[config.mk]
export PLATFORM = sky130hd
export DESIGN_NAME = blk132_link
export DESIGN_NICKNAME = d
export VERILOG_FILES = /design/src/rtl/blk132_pkg.sv /design/src/rtl/blk132_enc.sv /design/src/rtl/blk132_dec.sv /design/src/rtl/blk132_link.sv
export SDC_FILE = /design/constraint.sdc
export NUM_CORES = 1
export LEC_CHECK = 0
export BUFFER_PORTS_ARGS = -buffer_cell sky130_fd_sc_hd__buf_2
export CAP_MARGIN = 20
export CORE_MARGIN = 3
export CORE_UTILIZATION = 50
export CTS_BUF_LIST = sky130_fd_sc_hd__clkbuf_8
export DETAILED_ROUTE_END_ITERATION = 7
export PLACE_DENSITY_LB_ADDON = 0.2
export SLEW_MARGIN = 30
export SYNTH_ARGS = -nofsm -noshare
export SYNTH_HDL_FRONTEND = slang
export SYNTH_HIERARCHICAL = 1
export SYNTH_SLANG_ARGS = --single-unit
[constraint.sdc]
create_clock -name clk -period 6.07 [get_ports clk]
set_clock_uncertainty 0.2 [all_clocks]
set_input_delay 0.3035 -clock clk [delete_from_list [all_inputs] [get_ports clk]]
set_output_delay 0.3035 -clock clk [all_outputs]
set_load 0.01 [all_outputs]
[src/rtl/blk132_pkg.sv]
package blk132_pkg;

    localparam int HDR_W = 4;
    localparam int SCR_W = 23;

    localparam logic [HDR_W-1:0] HDR_CTRL = 4'b0011;
    localparam logic [HDR_W-1:0] HDR_DATA = 4'b1100;

    typedef enum logic [1:0] {
        HC_DATA = 2'd0,
        HC_CTRL = 2'd1,
        HC_BAD  = 2'd2
    } hdr_class_e;

    // One step of the additive scrambler, x^23+x^21+x^16+x^8+x^6+x^2+1.
    function automatic logic [SCR_W-1:0] scr_step(input logic [SCR_W-1:0] s);
        logic fb;
        fb = s[22] ^ s[20] ^ s[15] ^ s[7] ^ s[5] ^ s[1];
        return {s[SCR_W-2:0], fb};
    endfunction

    // Header classification tolerating one flipped bit.
    function automatic hdr_class_e hdr_classify(input logic [HDR_W-1:0] h);
        int dc;
        int dd;
        dc = $countones(h ^ HDR_CTRL);
        dd = $countones(h ^ HDR_DATA);
        if (dc <= 1)      return HC_CTRL;
        else if (dd <= 1) return HC_DATA;
        else              return HC_BAD;
    endfunction

endpackage

[src/rtl/blk132_enc.sv]
module blk132_enc
    import blk132_pkg::*;
#(
    parameter int               CW       = 32,
    parameter logic [SCR_W-1:0] SEED     = 23'h1DBFBC,
    parameter logic [CW-1:0]    SOP_WORD = 32'hF0E1_D2C3,
    localparam int PAY_W  = 4 * CW,
    localparam int BLK_W  = HDR_W + PAY_W,
    localparam int NBYTES = PAY_W / 8,
    localparam int NB_W   = $clog2(NBYTES + 1),
    localparam int CNT_W  = $clog2(BLK_W)
) (
    input  logic             clk,
    input  logic             rst_n,
    input  logic             ctl_valid,
    output logic             ctl_ready,
    input  logic [CW-1:0]    ctl_word,
    input  logic             dat_valid,
    output logic             dat_ready,
    input  logic [PAY_W-1:0] dat_payload,
    input  logic [NB_W-1:0]  dat_nbytes,
    output logic             line_en,
    output logic             line_start,
    output logic             line_bit
);

    typedef struct packed {
        logic             busy;
        logic             is_data;
        logic [CNT_W-1:0] cnt;
        logic [BLK_W-1:0] sr;
        logic [SCR_W-1:0] lfsr;
    } enc_st_t;

    enc_st_t st_d, st_q;

    logic             last_bit;
    logic             can_load;
    logic             scr_on;
    logic [PAY_W-1:0] pay_masked;

    always_comb begin
        for (int b = 0; b < NBYTES; b++) begin
            if (b < int'(dat_nbytes)) pay_masked[8*b +: 8] = dat_payload[8*b +: 8];
            else                      pay_masked[8*b +: 8] = 8'h00;
        end
    end

    always_comb begin
        st_d       = st_q;
        last_bit   = st_q.busy && (st_q.cnt == CNT_W'(BLK_W - 1));
        can_load   = !st_q.busy || last_bit;
        scr_on     = st_q.busy && st_q.is_data && (st_q.cnt >= CNT_W'(HDR_W));

        ctl_ready  = can_load;
        dat_ready  = can_load && !ctl_valid;
        line_en    = st_q.busy;
        line_start = st_q.busy && (st_q.cnt == '0);
        line_bit   = st_q.sr[0] ^ (scr_on & st_q.lfsr[SCR_W-1]);

        if (st_q.busy) begin
            st_d.sr  = st_q.sr >> 1;
            st_d.cnt = st_q.cnt + 1'b1;
            if (scr_on)   st_d.lfsr = scr_step(st_q.lfsr);
            if (last_bit) st_d.busy = 1'b0;
        end

        if (can_load && ctl_valid) begin
            st_d.busy    = 1'b1;
            st_d.is_data = 1'b0;
            st_d.cnt     = '0;
            st_d.sr      = {~ctl_word, ctl_word, ~ctl_word, ctl_word, HDR_CTRL};
            if (ctl_word == SOP_WORD) st_d.lfsr = SEED;
        end else if (can_load && dat_valid) begin
            st_d.busy    = 1'b1;
            st_d.is_data = 1'b1;
            st_d.cnt     = '0;
            st_d.sr      = {pay_masked, HDR_DATA};
        end
    end

    always_ff @(posedge clk) begin
        if (!rst_n) begin
            st_q.busy    <= 1'b0;
            st_q.is_data <= 1'b0;
            st_q.cnt     <= '0;
            st_q.sr      <= '0;
            st_q.lfsr    <= SEED;
        end else begin
            st_q <= st_d;
        end
    end

endmodule

[src/rtl/blk132_dec.sv]
module blk132_dec
    import blk132_pkg::*;
#(
    parameter int               CW       = 32,
    parameter logic [SCR_W-1:0] SEED     = 23'h1DBFBC,
    parameter logic [CW-1:0]    SOP_WORD = 32'hF0E1_D2C3,
    localparam int PAY_W = 4 * CW,
    localparam int BLK_W = HDR_W + PAY_W,
    localparam int CNT_W = $clog2(BLK_W)
) (
    input  logic             clk,
    input  logic             rst_n,
    input  logic             rx_en,
    input  logic             rx_start,
    input  logic             rx_bit,
    output logic             rx_valid,
    output logic             rx_is_ctrl,
    output logic             rx_err,
    output logic [PAY_W-1:0] rx_payload,
    output logic [CW-1:0]    rx_ctrl
);

    typedef struct packed {
        logic [CNT_W-1:0] cnt;
        logic [BLK_W-1:0] blk;
        logic [SCR_W-1:0] lfsr;
        logic             valid;
        logic             is_ctrl;
        logic             err;
        logic [PAY_W-1:0] payload;
        logic [CW-1:0]    ctrl;
    } dec_st_t;

    dec_st_t st_d, st_q;

    logic [CNT_W-1:0] idx;
    hdr_class_e       hc;
    logic             bit_v;
    logic [BLK_W-1:0] blk_n;
    logic [PAY_W-1:0] pay_n;
    logic [CW-1:0]    w0, w1, w2, w3, vote;

    always_comb begin
        st_d       = st_q;
        st_d.valid = 1'b0;
        idx        = rx_start ? '0 : st_q.cnt;
        hc         = hdr_classify(st_q.blk[HDR_W-1:0]);
        bit_v      = rx_bit;
        blk_n      = st_q.blk;

        if (rx_en && (idx < CNT_W'(BLK_W))) begin
            if ((idx >= CNT_W'(HDR_W)) && (hc == HC_DATA)) begin
                bit_v     = rx_bit ^ st_q.lfsr[SCR_W-1];
                st_d.lfsr = scr_step(st_q.lfsr);
            end
            blk_n[idx] = bit_v;
            st_d.blk   = blk_n;
            st_d.cnt   = idx + 1'b1;
        end

        pay_n = blk_n[BLK_W-1:HDR_W];
        w0    = pay_n[CW-1:0];
        w1    = ~pay_n[2*CW-1:CW];
        w2    = pay_n[3*CW-1:2*CW];
        w3    = ~pay_n[4*CW-1:3*CW];
        // Ties go to copy 0: it wins with any one other copy agreeing.
        vote  = (w0 & w1) | (w0 & w2) | (w0 & w3) | (w1 & w2 & w3);

        if (rx_en && (idx == CNT_W'(BLK_W - 1))) begin
            st_d.valid   = 1'b1;
            st_d.is_ctrl = (hc == HC_CTRL);
            st_d.err     = (hc == HC_BAD);
            st_d.payload = pay_n;
            st_d.ctrl    = vote;
            if ((hc == HC_CTRL) && (vote == SOP_WORD)) st_d.lfsr = SEED;
        end
    end

    always_ff @(posedge clk) begin
        if (!rst_n) begin
            st_q.cnt     <= '0;
            st_q.blk     <= '0;
            st_q.lfsr    <= SEED;
            st_q.valid   <= 1'b0;
            st_q.is_ctrl <= 1'b0;
            st_q.err     <= 1'b0;
            st_q.payload <= '0;
            st_q.ctrl    <= '0;
        end else begin
            st_q <= st_d;
        end
    end

    assign rx_valid   = st_q.valid;
    assign rx_is_ctrl = st_q.is_ctrl;
    assign rx_err     = st_q.err;
    assign rx_payload = st_q.payload;
    assign rx_ctrl    = st_q.ctrl;

endmodule

[src/rtl/blk132_link.sv]
module blk132_link
    import blk132_pkg::*;
#(
    parameter int               CTRL_W   = 32,
    parameter logic [SCR_W-1:0] SCR_SEED = 23'h1DBFBC,
    parameter logic [CTRL_W-1:0] SOP_WORD = 32'hF0E1_D2C3,
    localparam int PAY_W = 4 * CTRL_W,
    localparam int BLK_W = HDR_W + PAY_W,
    localparam int NB_W  = $clog2(PAY_W / 8 + 1)
) (
    input  logic              clk,
    input  logic              rst_n,
    input  logic              ctl_valid,
    output logic              ctl_ready,
    input  logic [CTRL_W-1:0] ctl_word,
    input  logic              dat_valid,
    output logic              dat_ready,
    input  logic [PAY_W-1:0]  dat_payload,
    input  logic [NB_W-1:0]   dat_nbytes,
    output logic              line_en,
    output logic              line_start,
    output logic              line_bit,
    input  logic              rx_en,
    input  logic              rx_start,
    input  logic              rx_bit,
    output logic              rx_valid,
    output logic              rx_is_ctrl,
    output logic              rx_err,
    output logic [PAY_W-1:0]  rx_payload,
    output logic [CTRL_W-1:0] rx_ctrl
);

    blk132_enc #(
        .CW       (CTRL_W),
        .SEED     (SCR_SEED),
        .SOP_WORD (SOP_WORD)
    ) i_enc (
        .clk         (clk),
        .rst_n       (rst_n),
        .ctl_valid   (ctl_valid),
        .ctl_ready   (ctl_ready),
        .ctl_word    (ctl_word),
        .dat_valid   (dat_valid),
        .dat_ready   (dat_ready),
        .dat_payload (dat_payload),
        .dat_nbytes  (dat_nbytes),
        .line_en     (line_en),
        .line_start  (line_start),
        .line_bit    (line_bit)
    );

    blk132_dec #(
        .CW       (CTRL_W),
        .SEED     (SCR_SEED),
        .SOP_WORD (SOP_WORD)
    ) i_dec (
        .clk        (clk),
        .rst_n      (rst_n),
        .rx_en      (rx_en),
        .rx_start   (rx_start),
        .rx_bit     (rx_bit),
        .rx_valid   (rx_valid),
        .rx_is_ctrl (rx_is_ctrl),
        .rx_err     (rx_err),
        .rx_payload (rx_payload),
        .rx_ctrl    (rx_ctrl)
    );

endmodule

==> results of run 1 <==
==> worst max-delay path, cell delays in order (launching register included) <==
cell and delay (ns):
dfxtp_1 0.36, inv_1 0.06, ha_1 0.33, ha_1 0.29, nand2b_1 0.15, o311ai_2 0.20, o31a_1 0.56, nor2_4 0.85
buf_4 0.36, o32a_1 0.20, a22oi_1 0.13, nor4_1 0.58, nand4_1 0.16, o41a_1 0.76, nor2b_1 0.27
==> layer usage <==
metal	global-route usage [%]	routed length, um	up-vias
met5	0	34	-
met2	58.2	45200	1581
met3	6.92	7890	384
li1	-	-	12000
met4	23.8	7450	4
met1	41.4	35700	12500
==> kinds of logic after synthesis <==
| group | share of synthesized area [%] |
|---|---|
| simple gates | 20.8 |
| compound gates | 27.6 |
| flops | 39.4 |
| buf+inv | 9.85 |
| mux | 1.16 |
| xor+xnor | 0.633 |
| fa+ha+maj | 0.552 |
==> metrics by stage <==
stage	worst slack, ns	instances	cell area [um^2]	total power, mW	hold slack (ns)
after global routing	0.235	4271	30800	7.58	0.0944
after global placement	0.589	3791	25700	3.93	0.240
final	0.443	4272	30800	7.35	0.0770
after detailed placement	0.508	3791	25700	3.94	0.244
after CTS	0.492	4267	30800	7.32	0.0273
after floorplan	1.92	3164	24900	3.74	0.236
==> repair_timing <==
item | CTS | global route
hold buffers | 323 | 0
endpoints found under the setup margin | 0 | 0
endpoints found under the hold margin | 136 | 0
==> layout by cell type, fill, tap and decap left out, drive strengths merged, types with 9 or more instances in the layout <==
master,synthesis,final
dfxtp,491,491
nand2,451,451
buf,244,407
dlygate4sd3,0,323
a21oi,290,290
nor2,213,213
o21ai,200,200
a22oi,133,133
clkbuf,199,112
and2,110,110
nor3,106,106
a211oi,94,94
a31oi,82,82
a311oi,63,63
nand2b,48,48
nor2b,48,48
nand3,45,45
inv,18,44
mux2i,29,29
a41oi,25,25
a21boi,15,15
nand4,14,14
a21o,13,13
o211ai,13,13
o31ai,13,13
xnor2,11,11
ha,11,11
or3,11,11
a221oi,10,10
a22o,9,9
nor4,9,9
==> final cells by class <==
cell class                 instances  area, um^2
fill                            4177       18200
multi-input combinational       2212       12800
sequential                       491        9830
timing repair buffer             730        5460
clock buffer                     112        1540
tap                              664         831
clock inverter                    41         287
inverter                          18        75.1
antenna                            4        10.0
==> power by group <==
group	total (mW)	internal (mW)	leakage, nW	switching (mW)
Clock	3.23	1.78	1.02	1.44
Sequential	3.35	3.30	3.98	0.0479
Combinational	0.774	0.346	7.63	0.428
Total	7.35	5.43	12.6	1.92
==> worst min path at each step <==
stage                                 startpoint                                end  cells after the start
6_report                            ctl_word[31]       i_enc/st_q[154]$_SDFFE_PN0P_                      5
3_3_place_gp   i_dec/rx_payload[73]$_SDFFE_PN0P_  i_dec/rx_payload[73]$_SDFFE_PN0P_                      2
2_1_floorplan           i_enc/st_q[0]$_SDFF_PN0_           i_enc/st_q[1]$_SDFF_PN0_                      2
4_1_cts                            dat_nbytes[4]       i_enc/st_q[154]$_SDFFE_PN0P_                      4
3_5_place_dp   i_dec/rx_payload[73]$_SDFFE_PN0P_  i_dec/rx_payload[73]$_SDFFE_PN0P_                      2
5_1_grt                            dat_nbytes[4]       i_enc/st_q[154]$_SDFFE_PN0P_                      4
==> flip-flops by register name (all words and copies together), names as in the netlist, named ones only <==
name	cells
i_dec/rx_err	1
i_enc/line_en	1
i_dec/rx_is_ctrl	1
i_dec/st_q	159
i_enc/st_q	164
i_dec/rx_valid	1
i_dec/rx_ctrl	32
i_dec/rx_payload	128
==> qor.txt, run 1 <==
Status = finished, final reports clean
Setup TNS = 0 ns
Worst R2R Setup Slack = 0.44 ns
Synth area leaders = dfxtp_1, nand2_1, a21oi_1, buf_4, a22oi_1
Via-to-Cell Ratio = 6.19
GR Util All Layers = 35.2%
GRT overflow = 0
I/O Pins = 340
Cell with the most instances after synthesis = dfxtp_1
Worst Path Max Fanout = 36
DR WL/cell = 22.5 um
Share of cells above drive strength 1 = 16.4%
Max Root-Sink Buffers = 3
Worst hold path class = input port to register
Gpl congestion = 0.969
TritonCTS clock tree = done
Top_reg_cell synth = dfxtp_1
Worst-margin pin slew = 1.00 ns
Pwr dens = 238 nW/um^2
Worst-skew pair later-pin latency = 0.68 ns
Reg2reg end = i_dec/st_q[169]$_SDFF_PN0_
Worst IR drop on VDD = 0.000172 V
Initial antenna violation count = 5
Sequential area share after synthesis = 39.4%
Worst reg2reg path depth = 14
Post-synth cell types = 89
Syn avg cell area = 7.88 um^2
Clk slew on worst S/H paths = 0.06 ns
Mapped cell area = 24900 um^2
Starting DRT DRC Count = 2972
Critical Path Start Type = register
Worst setup path class = register to register
Syn Inst Count = 3164
Max Slew Vio Count = 0
Post-synth EDFFs = 0
Final hold violation count = 0
Worst rel slew slack = 32.9%
Clock sink count = 491
Vias = 26500
HPWL Detailed = 62700 um
Post-synth top area share = 39.4%
Fmax = 0.178 GHz
Synth-to-layout area growth = 23.7%
Final worst-path cycle share = 92.7%
Final nets = 3720
CTS root buf = clkbuf_8
Fraction of registers with async set/reset = 0%
Crit. End Element = register
Final WL = 96300 um
Mapped Nets = 3347
Starting density of the core = 50.8%
Post-layout util = 62.9%
Critical path required time = 6.42 ns
First drt pass iteration count = 6
Routed Antenna Nets = 0
Worst Setup EP = i_dec/st_q[169]$_SDFF_PN0_
Die area = 52600 um^2
Largest area contributor in the synthesized netlist = dfxtp_1
Vias in the first global route = 25500
FP Rows = 81
Crit path DAT = 5.98 ns
Max_cap viols = 0
Post_cts resized = 0
Final setup fails = 0
Synth Register Bits = 491
Port buffer count = 339
Largest net degree at the start of global routing = 130
Remaining DRCs = 0
Number of post-CTS setup repair buffers = 0
H-tree depth = 3
Die X = 229 um
Post-layout min period = 5.63 ns
YS warnings = 6
Post-synth top cells = dfxtp_1, nand2_1, a21oi_1
Core Area = 49100 um^2
Die height = 229 um
CTS buffer count = 84
RSZ-0062 raised after global routing = false
Leakage power = 12.6 nW
First-pass GRT wire length = 148000 um
No activity file was read; power rests on OpenSTA's default activity.
==> run 2, diff against run 1 <==
--- a/config.mk
+++ b/config.mk
@@ -12,4 +12,5 @@
 export CTS_BUF_LIST = sky130_fd_sc_hd__clkbuf_8
 export DETAILED_ROUTE_END_ITERATION = 7
+export GPL_TIMING_DRIVEN = 0
 export PLACE_DENSITY_LB_ADDON = 0.2
 export SLEW_MARGIN = 30
==> constraint.sdc (replaced) <==
create_clock -name clk -period 6.07 [get_ports clk]
set_clock_uncertainty 0.2 [all_clocks]
set_input_delay 1.214 -clock clk [delete_from_list [all_inputs] [get_ports clk]]
set_output_delay 1.214 -clock clk [all_outputs]
set_load 0.01 [all_outputs]
==> run 2 against run 1 <==
- flip-flop and latch count stayed put
- setup slack got worse by 0.40 ns
- power down 3.2%
- clock power down 3%
- critical path type is now input port to register
- largest cell class unchanged
==> qor.txt, run 2 (synthesis results as in run 1) <==
Worst-margin pin slew = 1.15 ns (was 1.00 ns)
Die X = 229 um (unchanged)
Worst IR drop on VDD = 0.000167 V (was 0.000172 V)
HPWL Detailed = 87700 um (was 62700 um)
RSZ-0062 raised after global routing = false (unchanged)
Clock sink count = 491 (unchanged)
Max Slew Vio Count = 0 (unchanged)
TritonCTS clock tree = done (unchanged)
Most flop-heavy register = i_enc/st_q (unchanged)
Starting DRT DRC Count = 3268 (was 2972)
First-pass GRT wire length = 165000 um (was 148000 um)
I/O Pins = 340 (unchanged)
Final setup fails = 0 (unchanged)
Worst hold path class = register to register (was input port to register)
Final WL = 113000 um (was 96300 um)
Hold_buf cts = 0 (was 323)
Status = finished, final reports clean (unchanged)
Critical path required time = 6.45 ns (was 6.42 ns)
Setup WS pre-CTS = -1.40 ns (was 0.508 ns)
Largest net degree at the start of global routing = 14 (was 130)
Worst Path Max Fanout = 14 (was 36)
Total power = 7.11 mW (was 7.35 mW)
GR Util All Layers = 41.5% (was 35.2%)
Multi-input logic area = 12700 um^2 (was 12800 um^2)
Gpl congestion = 1.06 (was 0.969)
Max FFs per register = 164 (unchanged)
CP Cell Sequence = buf_2, clkbuf_2, clkbuf_1, nor2b_1, ha_1, nor4bb_1, clkbuf_2, a41oi_1, a2111oi_0, a211oi_1, nor4_1, nand4_1, o41a_1, buf_2, and2_1 (was inv_1, ha_1, ha_1, nand2b_1, o311ai_2, o31a_1, nor2_4, buf_4, o32a_1, a22oi_1, nor4_1, nand4_1, o41a_1, nor2b_1)
Clk slew on worst S/H paths = 0.07 ns (was 0.06 ns)
DR WL/cell = 26.3 um (was 22.5 um)
Slowest stage cell, crit path = nor4bb_1 (was nor2_4)
FP Rows = 81 (unchanged)
Starting density of the core = 50.8% (unchanged)
Vias in the first global route = 26300 (was 25500)
Remaining DRCs = 0 (unchanged)
Worst Hold Path EP = i_dec/rx_payload[100]$_SDFFE_PN0P_ (was i_enc/st_q[154]$_SDFFE_PN0P_)
CP peak stage delay = 0.61 ns (was 0.85 ns)
Port buffer count = 336 (was 339)
CP delay by family, top = simple AND/OR/NAND/NOR gates (unchanged)
Fill cells = 4619 (was 4177)
Most common cell after layout, fill and taps aside = dfxtp_1 (unchanged)
Worst R2R Setup Slack = 0.11 ns (was 0.44 ns)
CTS buffer count = 85 (was 84)
Most frequent cells in the layout = dfxtp_1, nand2_1, buf_2 (unchanged)
WHS Path Cells = 2 (was 5)
CP bufs+invs = 5 (was 2)
Max_cap viols = 0 (unchanged)
Via-to-Cell Ratio = 6.33 (was 6.19)
Share of cells above drive strength 1 = 20.6% (was 16.4%)
Worst rel slew slack = 23.5% (was 32.9%)
Final worst-path cycle share = 99.3% (was 92.7%)
Leakage power = 12.0 nW (was 12.6 nW)
Routed Antenna Nets = 0 (unchanged)
GRT overflow = 0 (unchanged)
Initial antenna violation count = 1 (was 5)
Fmax = 0.166 GHz (was 0.178 GHz)
Worst setup path class = input port to register (was register to register)
Vias = 27300 (was 26500)
Reg2reg end = i_dec/st_q[300]$_SDFFE_PN0N_ (was i_dec/st_q[169]$_SDFF_PN0_)
First drt pass iteration count = 8 (was 6)
H-tree depth = 3 (unchanged)
Synth-to-layout area growth = 17.4% (was 23.7%)
Post-layout min period = 6.03 ns (was 5.63 ns)
Core Area = 49100 um^2 (unchanged)
Sequential Area = 9830 um^2 (unchanged)
Pwr dens = 243 nW/um^2 (was 238 nW/um^2)
Crit path DAT = 6.40 ns (was 5.98 ns)
Die area = 52600 um^2 (unchanged)
Final Hold Slack = 0.252 ns (was 0.0770 ns)
Worst-skew pair later-pin latency = 0.71 ns (was 0.68 ns)
Die height = 229 um (unchanged)
Final hold violation count = 0 (unchanged)
Critical Path Start Type = input port (was register)
Crit. End Element = register (unchanged)
Final WS setup = 0.0447 ns (was 0.443 ns)
Worst reg2reg path depth = 13 (was 14)
CTS root buf = clkbuf_8 (unchanged)
Hold path startpoint = i_dec/rx_payload[100]$_SDFFE_PN0P_ (was ctl_word[31])
Final nets = 3765 (was 3720)
Max Root-Sink Buffers = 3 (unchanged)
run 2: cell types whose count changed in the layout (fill, tap and decap cells not counted), sizes merged:
cell,previous run,this run
buf,407,580
dlygate4sd3,323,0
clkinvlp,4,2
clkbuf,112,300
diode,4,1
clkinv,8,12
run 2: worst max path at each step:
stage,from,to,slack (ns),depth (start not counted)
detailed placement,rx_start,i_dec/st_q[163]$_SDFF_PN0_,-1.40,18
global placement,rx_start,i_dec/st_q[163]$_SDFF_PN0_,-1.26,18
finish,rx_start,i_dec/st_q[163]$_SDFF_PN0_,0.04,15
CTS,rx_start,i_dec/st_q[163]$_SDFF_PN0_,0.01,17
global route,rx_start,i_dec/st_q[163]$_SDFF_PN0_,0.08,15
floorplan,rx_start,i_dec/st_q[163]$_SDFF_PN0_,1.01,17
run 2: what timing repair did:
| action | 4_1_cts | 5_1_grt |
|---|---|---|
| cloned | 0 | 0 |
| gates resized for setup | 22 | 11 |
| setup endpoints to repair | 23 | 23 |
| setup buffers | 0 | 0 |
run 2: metal layers:
metal	routed length [um]	track usage, %
met2	51300	67.5
met4	11000	33.0
met1	39900	47.4
met3	11100	8.72
met5	13	0
run 2: where the power goes:
part / internal, mW / total, mW / switching, mW
Sequential: 3.30 / 3.34 / 0.0421
Clock: 1.70 / 3.12 / 1.42
Combinational: 0.197 / 0.655 / 0.458
run 2: worst min-delay path: stages (launching register included):
cell and delay (ns):
dfxtp_1 0.31, nand2_1 0.05, a21oi_1 0.05
run 2: area by class of cell:
cell class,count,area share [%]
buffer,438,8.17
sequential,491,33.6
clock inverter,43,0.940
tap,664,2.84
timing repair buffer,336,5.74
multi-input combinational,2212,43.5
inverter,18,0.231
clock buffer,106,4.98
antenna,1,0.00855
run 2: through the flow:
step	instance area [um^2]	cells	utilization, %	TNS (ns)
global route	29300	4308	59.7	0
floorplan	24900	3164	-	0
finish	29300	4309	59.7	0
detailed placement	27500	4164	56.0	-30.31
global placement	27400	4164	55.9	-26.78
CTS	29300	4311	59.6	0
